`config.mk`:
```
export PLATFORM = sky130hd
export DESIGN_NAME = stall_mon
export DESIGN_NICKNAME = d
export VERILOG_FILES = /design/src/rtl/stall_mon.sv
export SDC_FILE = /design/constraint.sdc
export NUM_CORES = 1
export LEC_CHECK = 0
export BUFFER_PORTS_ARGS = -buffer_cell sky130_fd_sc_hd__buf_4
export CORE_MARGIN = 3
export CORE_UTILIZATION = 52
export CTS_BUF_LIST = sky130_fd_sc_hd__clkbuf_8 sky130_fd_sc_hd__clkbuf_16
export DETAILED_ROUTE_END_ITERATION = 10
export GPL_TIMING_DRIVEN = 0
export PLACE_DENSITY = 0.78
export SETUP_SLACK_MARGIN = 0.5
export SYNTH_ARGS = -nofsm -noshare
export SYNTH_HDL_FRONTEND = slang
export SYNTH_SLANG_ARGS = --single-unit
```
`constraint.sdc`:
```
create_clock -name clk -period 3.9 [get_ports clk]
set_input_delay 0.39 -clock clk [delete_from_list [all_inputs] [get_ports clk]]
set_output_delay 0.39 -clock clk [all_outputs]
set_load 0.005 [all_outputs]
```
`src/rtl/stall_mon.sv`:
```
module stall_mon #(
  parameter int RISE_W = 8,
  parameter int SUM_W  = 10,
  parameter int THR_W  = 8
) (
  input  logic              clk,
  input  logic              rst_n,
  input  logic              rise_valid,
  input  logic [RISE_W-1:0] rise_len,
  input  logic              quad_end,
  input  logic [THR_W-1:0]  thresh,
  input  logic              stall_clr,
  input  logic              sel_stall,
  input  logic              bridge_pwm,
  output logic              stall,
  output logic              pwm_pin
);

  localparam int CW = (SUM_W > THR_W) ? SUM_W : THR_W;
  localparam logic [SUM_W-1:0] SUM_MAX = {SUM_W{1'b1}};

  logic [SUM_W-1:0] acc;
  logic [SUM_W:0]   add_full;
  logic [SUM_W-1:0] acc_add;
  logic [SUM_W-1:0] total;
  logic             too_short;

  assign add_full  = {1'b0, acc} + (SUM_W+1)'(rise_len);
  assign acc_add   = add_full[SUM_W] ? SUM_MAX : add_full[SUM_W-1:0];
  assign total     = rise_valid ? acc_add : acc;
  assign too_short = CW'(total) < CW'(thresh);

  always_ff @(posedge clk or negedge rst_n) begin
    if (!rst_n)          acc <= '0;
    else if (quad_end)   acc <= '0;
    else if (rise_valid) acc <= acc_add;
  end

  always_ff @(posedge clk or negedge rst_n) begin
    if (!rst_n)                      stall <= 1'b0;
    else if (quad_end && too_short)  stall <= 1'b1;
    else if (stall_clr)              stall <= 1'b0;
  end

  assign pwm_pin = sel_stall ? stall : bridge_pwm;

  AST_ACC_RESTART: assert property (@(posedge clk) disable iff (!rst_n)
    quad_end |=> acc == '0);
  AST_NO_OVERFLOW: assert property (@(posedge clk) disable iff (!rst_n)
    (rise_valid && !quad_end) |=> acc >= $past(acc));
  AST_SAT_HOLD: assert property (@(posedge clk) disable iff (!rst_n)
    (acc == SUM_MAX && !quad_end) |=> acc == SUM_MAX);
  AST_SET_ON_SHORT: assert property (@(posedge clk) disable iff (!rst_n)
    (quad_end && too_short) |=> stall);
  AST_SET_ONLY_AT_END: assert property (@(posedge clk) disable iff (!rst_n)
    (!stall && !quad_end) |=> !stall);
  AST_STICKY: assert property (@(posedge clk) disable iff (!rst_n)
    (stall && !stall_clr) |=> stall);
  AST_CLEAR: assert property (@(posedge clk) disable iff (!rst_n)
    (stall_clr && !quad_end) |=> !stall);

endmodule

```
# Word level (Yosys, flattened, before mapping)
# Cells that the tools add are included.
[word_totals]
output_inout_bits = 2
inputBits = 23
wordCells = 12
reg_bits = 11
[classes]
n_mux = 6
magnitude_cmp = 1
n_reduce_logical = 2
add_sub_neg = 1
[ops]
columns = ["op", "n"]
rows = [
  ["$mux 10", 3],
  ["$add 10x8->11", 1],
  ["$lt 10x8->1", 1],
  ["$mux 1", 3],
  ["$reduce_bool 2->1", 1],
  ["$logic_and 1x1->1", 1],
]

# Longest topological paths before layout
[logic_depth]
ltp_word = 6
ltp_mapped = 15

# Worst setup path after synthesis
# No wires, ideal clock.
[synth_path]
path_type = "input-to-reg"
startpoint = "input rise_len[0]"
endpoint = "register stall"
path_buffers = 0
path_stages = 15
t_arrival_ns = 2.895
required_time_ns = 3.778
path_slack_ns = 0.883
setup_time_ns = 0.122
path_cell_list = "ha_1 -> fa_1 -> a211oi_1 -> o211ai_2 -> nand4_4 -> nand2_1 -> a21oi_1 -> nor2_1 -> ha_1 -> nand4_1 -> nor2_1 -> nor3b_1 -> o21ai_0 -> nor2_1 -> a32o_1"
[synth_between]
elab_chain_len = 6
elab_cells_between_ends = 7
classes_between = "1 x add/sub; 1 x order compare; 3 x mux; 2 x reduce/logical"
[synth_rtl]
columns = ["item", "line_no", "rtl"]
rows = [
  ["start, declared", "9", "input logic [RISE_W-1:0] rise_len,"],
  ["$add 10x8->11 (*)", "28", "assign add_full = {1'b0, acc} + (SUM_W+1)'(rise_len);"],
  ["$mux 10 (*)", "29", "assign acc_add = add_full[SUM_W] ? SUM_MAX : add_full[SUM_W-1:0];"],
  ["$mux 10 (*)", "n/a", ""],
  ["$lt 10x8->1 (*)", "31", "assign too_short = CW'(total) < CW'(thresh);"],
  ["$logic_and 1x1->1 (*)", "41", "else if (quad_end && too_short) stall <= 1'b1;"],
  ["$mux 1 / $reduce_bool 2->1 (equally long branches)", "n/a", ""],
  ["end signal, assigned", "40", "if (!rst_n) stall <= 1'b0;"],
  ["end signal, assigned", "41", ""],
  ["end signal, assigned", "42", "else if (stall_clr) stall <= 1'b0;"],
  ["end, declared", "15", "output logic stall,"],
]
# Mark *: on every way between the ends. The rest lies on a longest branch, timed or not.
# A chain may end at the register's enable or synchronous reset.

# Worst setup path after layout
[layout_path]
startpoint = "register acc[0]"
endpoint = "register stall"
[layout_between]
elab_chain_len = 6
elab_cells_between_ends = 7
classes_between = "1 x add/sub; 1 x order compare; 3 x mux; 2 x reduce/logical"
[layout_rtl]
columns = ["item", "line_no", "rtl"]
rows = [
  ["start, declared", "22", "logic [SUM_W-1:0] acc;"],
  ["start signal, assigned", "34", "if (!rst_n) acc <= '0;"],
  ["start signal, assigned", "35", "else if (quad_end) acc <= '0;"],
  ["start signal, assigned", "36", "else if (rise_valid) acc <= acc_add;"],
  ["$add 10x8->11", "28", ""],
  ["$mux 10", "29", ""],
  ["$mux 10 (*)", "n/a", ""],
  ["$lt 10x8->1 (*)", "31", ""],
  ["$logic_and 1x1->1 (*)", "41", ""],
  ["$mux 1 / $reduce_bool 2->1 (equally long branches)", "n/a", ""],
]
# Marks and branches as above.

==> impl.org <==
** Outcome
- Result of the run :: completed

** Worst setup path
- Category of the most critical setup path :: flop to flop
- Along the worst path, the maximum fanout reaches 5.
- STA classifies the critical path startpoint as a flop.
- STA classifies the critical path endpoint as a flop.
- Arrival time worst endpoint :: 3.28 ns
- Data required, critical path :: about 4 ns

** STA
- Final Skew :: 0.00617 ns
- Timing would allow up to 0.317 GHz.
- In the post-route analysis, the smallest setup slack over all paths is about 0.74 ns.
- Setup violations remaining at the end of the flow were counted as 0.
- The total count of hold-check failures in the final report is 0.
- For the pin with the worst max-slew slack, the measured transition is 0.484 ns.
- Ratio of final minimum period to clock period :: 80.9%
- Final Max Slew Viols :: 0
- Tightest slew margin relative to the limit :: 67.3%
- Setup repair after global routing missed its margin :: false
- Aggregate negative setup slack :: 0 ns
- Post-route minimum period :: 3.16 ns

** Yosys
- Net count after synthesis :: between 150 and 200
- Number of warnings printed during yosys synthesis :: 0
- The share of synthesized area in the top cell type comes to 26.6%.
- After synthesis the cells add up to 0.00103 mm2.
- Synthesis produced a netlist whose cell count is 115.
- Largest area contributor in the netlist :: dfrtp_1
- In this run, synthesis produced a sequential element count of 11.
- Yosys mapped a number of flops with a built-in enable equal to 0.
- Most frequently used cell type in the post-synthesis netlist :: ha_1
- Synthesis instantiated 30 different standard cells from the library.
- After synthesis, flip-flops and latches occupy 26.6% of the total area.
- In the synthesized netlist the dominant register cell turns out to be dfrtp_1.
- Area contributors post-synth :: dfrtp_1 (27%), ha_1 (18%), a21oi_1 (4.8%), nor2_1 (4.0%), inv_1 (3.6%)
- Most frequent cells after synthesis :: ha_1 (15), dfrtp_1 (11), nor2_1 (11)
- After synthesis, the share of flip-flops with an asynchronous set or reset is 100%.
- The average instance in the mapped netlist occupies 8.99 um2.

** Power and ir drop
- Peak ir drop on the vdd network :: 0.232 mV
- For this design the static power due to leakage is just under 0.7 nW.
- Pwr/cell area :: 329 mW/mm2
- The design draws 432 uW.

** Worst hold path
- Worst min-delay path category :: primary input to flop

** Job
- The tool flagged a number of max-cap violations equal to 0.

** Die
- Core region area :: 0.00180 mm2
- The die is 50.6 um wide.
- The floorplan step defined a die boundary enclosing 0.00256 mm2.
- Starting Density :: a little under three fifths
- I/O pin count :: 25
- Chip height :: about 51 um
- After floorplanning, the core was divided into 15 placement rows.

** GRT
- Remaining global-route overflow :: 0
- First-pass GRT wire length :: between 3 and 4 mm
- GRT Total Usage :: 19.9%
- Number of global-route vias before repair :: 938
- The number of antenna violations at the first check in global routing is 0.
- Pin count of the biggest net entering global routing :: 12

** Placed design
- Minimum setup slack after placement :: about 0.40 ns
- Detailed-placement wirelength estimate :: approximately 1.9 mm
- Final GP Congestion :: approximately 0.75
- Input and output buffers added on the ports amount to 24.

** Clock network
- Clock tree from TritonCTS :: built
- Latest clock arrival within the worst-skew pair :: roughly 0.24 ns
- Once the clock tree was built, the setup fixing pass inserted 0 buffers.
- Cell at the root of the clock tree :: clkbuf_8
- Maximum count of clock buffers along a single path :: 2
- Count of clock tree sinks :: 11
- In this run the number of H-tree levels came out at 1.
- In this run, CTS created clock tree buffers numbering 3.
- Worst-path clk slew :: 0.05 ns

** Drt
- Final Routed Wirelength :: about 2.2 mm
- In this run, the number of DRC markers left after iteration 0 of detailed routing was 11.
- Wire length per cell after detailed routing :: 13.2 um
- In this run the remaining antenna-violating nets after routing total 0.
- Via count :: 920
- Using the TritonRoute via totals, the vias-per-cell ratio works out to around 5.4.
- Remaining DRCs :: 0
- First-pass DRT Iterations :: 4

** Final layout
- Ant. Diodes :: 0
- Post-layout nets :: 184
- Storage element area :: roughly 280 um2
- Area growth from synthesis to final layout :: 27.1%
- The post-route netlist has 25.0% of its cells at a drive strength greater than 1.
- In the final layout, the multi-input gates occupy around 730 um2.
- Fill cells in the final layout number approximately 160.
-- state kept, by name, indices dropped and copies added, names as in the netlist --
signal  flops
acc        10
stall       1
-- cell usage in the layout, fill, tap and decap left out, drive strengths merged, types with 3 or more instances in the layout --
cell type   n
dfrtp      11
clkbuf      5
nand4       3
ha         15
nor2       11
xnor2       3
a31oi       3
nand2      10
o21ai       4
a21o        4
inv        11
o22a        4
a21oi      10
buf        24
nor2b       6
-- layer usage --
layer  up-vias  global-route usage (%)  part of all wire [%]
met5         -                       0                     0
met4         0                    6.73                  0.85
met3         4                    1.19                   3.9
met2        24                    34.6                    48
met1       418                    26.1                    47
li1        474                       -                     -
-- critical path: stages (launching register included) --
cell	delay, ns
dfrtp_1	0.38
ha_1	0.22
fa_2	0.38
a211oi_2	0.29
o211ai_2	0.16
nand4_4	0.18
nand2_2	0.11
o22a_1	0.23
ha_1	0.30
nand4_1	0.16
nor2_1	0.16
nor3b_1	0.06
o21ai_0	0.06
nor2_1	0.07
a32o_1	0.27
-- cells by family after synthesis --
logic type,share of synthesized area [%]
and+or+nand+nor,18.4
AOI/OAI and AO/OA,23.2
adders and majority gates,20.1
buffers and inverters,4.36
DFF,26.6
xor gates and xnor gates,4.24
muxes,3.03
-- repair_timing --
| action | 4_1_cts | 5_1_grt |
|---|---|---|
| setup endpoints to repair | 0 | 1 |
| endpoints found under the hold margin | 11 | 0 |
| hold buffers | 1 | 0 |
| resized for setup | 0 | 4 |
-- layout make-up --
cell class,count,share of cell area (%)
buffer,2,0.571
sequential,11,21.0
tap,25,2.38
inverter,10,2.86
multi-input combinational,92,55.3
clock inverter,1,0.286
timing repair buffer,25,14.5
clock buffer,3,3.14
-- final timing paths --
path	from	endpoint	slack, ns	cells past startpoint
max	acc[0]$_DFF_PN0_	stall$_DFFE_PN0P_	0.74	14
min	stall_clr	stall$_DFFE_PN0P_	0.48	3
max reg2reg	acc[0]$_DFF_PN0_	stall$_DFFE_PN0P_	0.74	14
min reg2reg	stall$_DFFE_PN0P_	stall$_DFFE_PN0P_	0.57	1
max in group asynchronous	rst_n	acc[2]$_DFF_PN0_	3.23	2
min in group asynchronous	rst_n	acc[9]$_DFF_PN0_	0.52	2
-- metrics by stage --
step | std cells | utilization, % | cell area [um2] | hold WS (ns)
after detailed placement | 164 | 69.1 | 1240 | 0.229
final | 169 | 72.9 | 1310 | 0.480
after floorplan | 115 | - | 1030 | 0.0944
after CTS | 169 | 72.2 | 1300 | 0.469
after global routing | 169 | 72.9 | 1310 | 0.492
after global placement | 164 | 69.1 | 1240 | 0.227
-- where the power goes --
group	leakage (nW)	switching, mW	internal [mW]
registers	0.143	0.0103	0.127
logic	0.513	0.0954	0.0890
clock network	0.0269	0.0415	0.0690
total	0.684	0.147	0.285
Power figures use the tool's default switching activity.
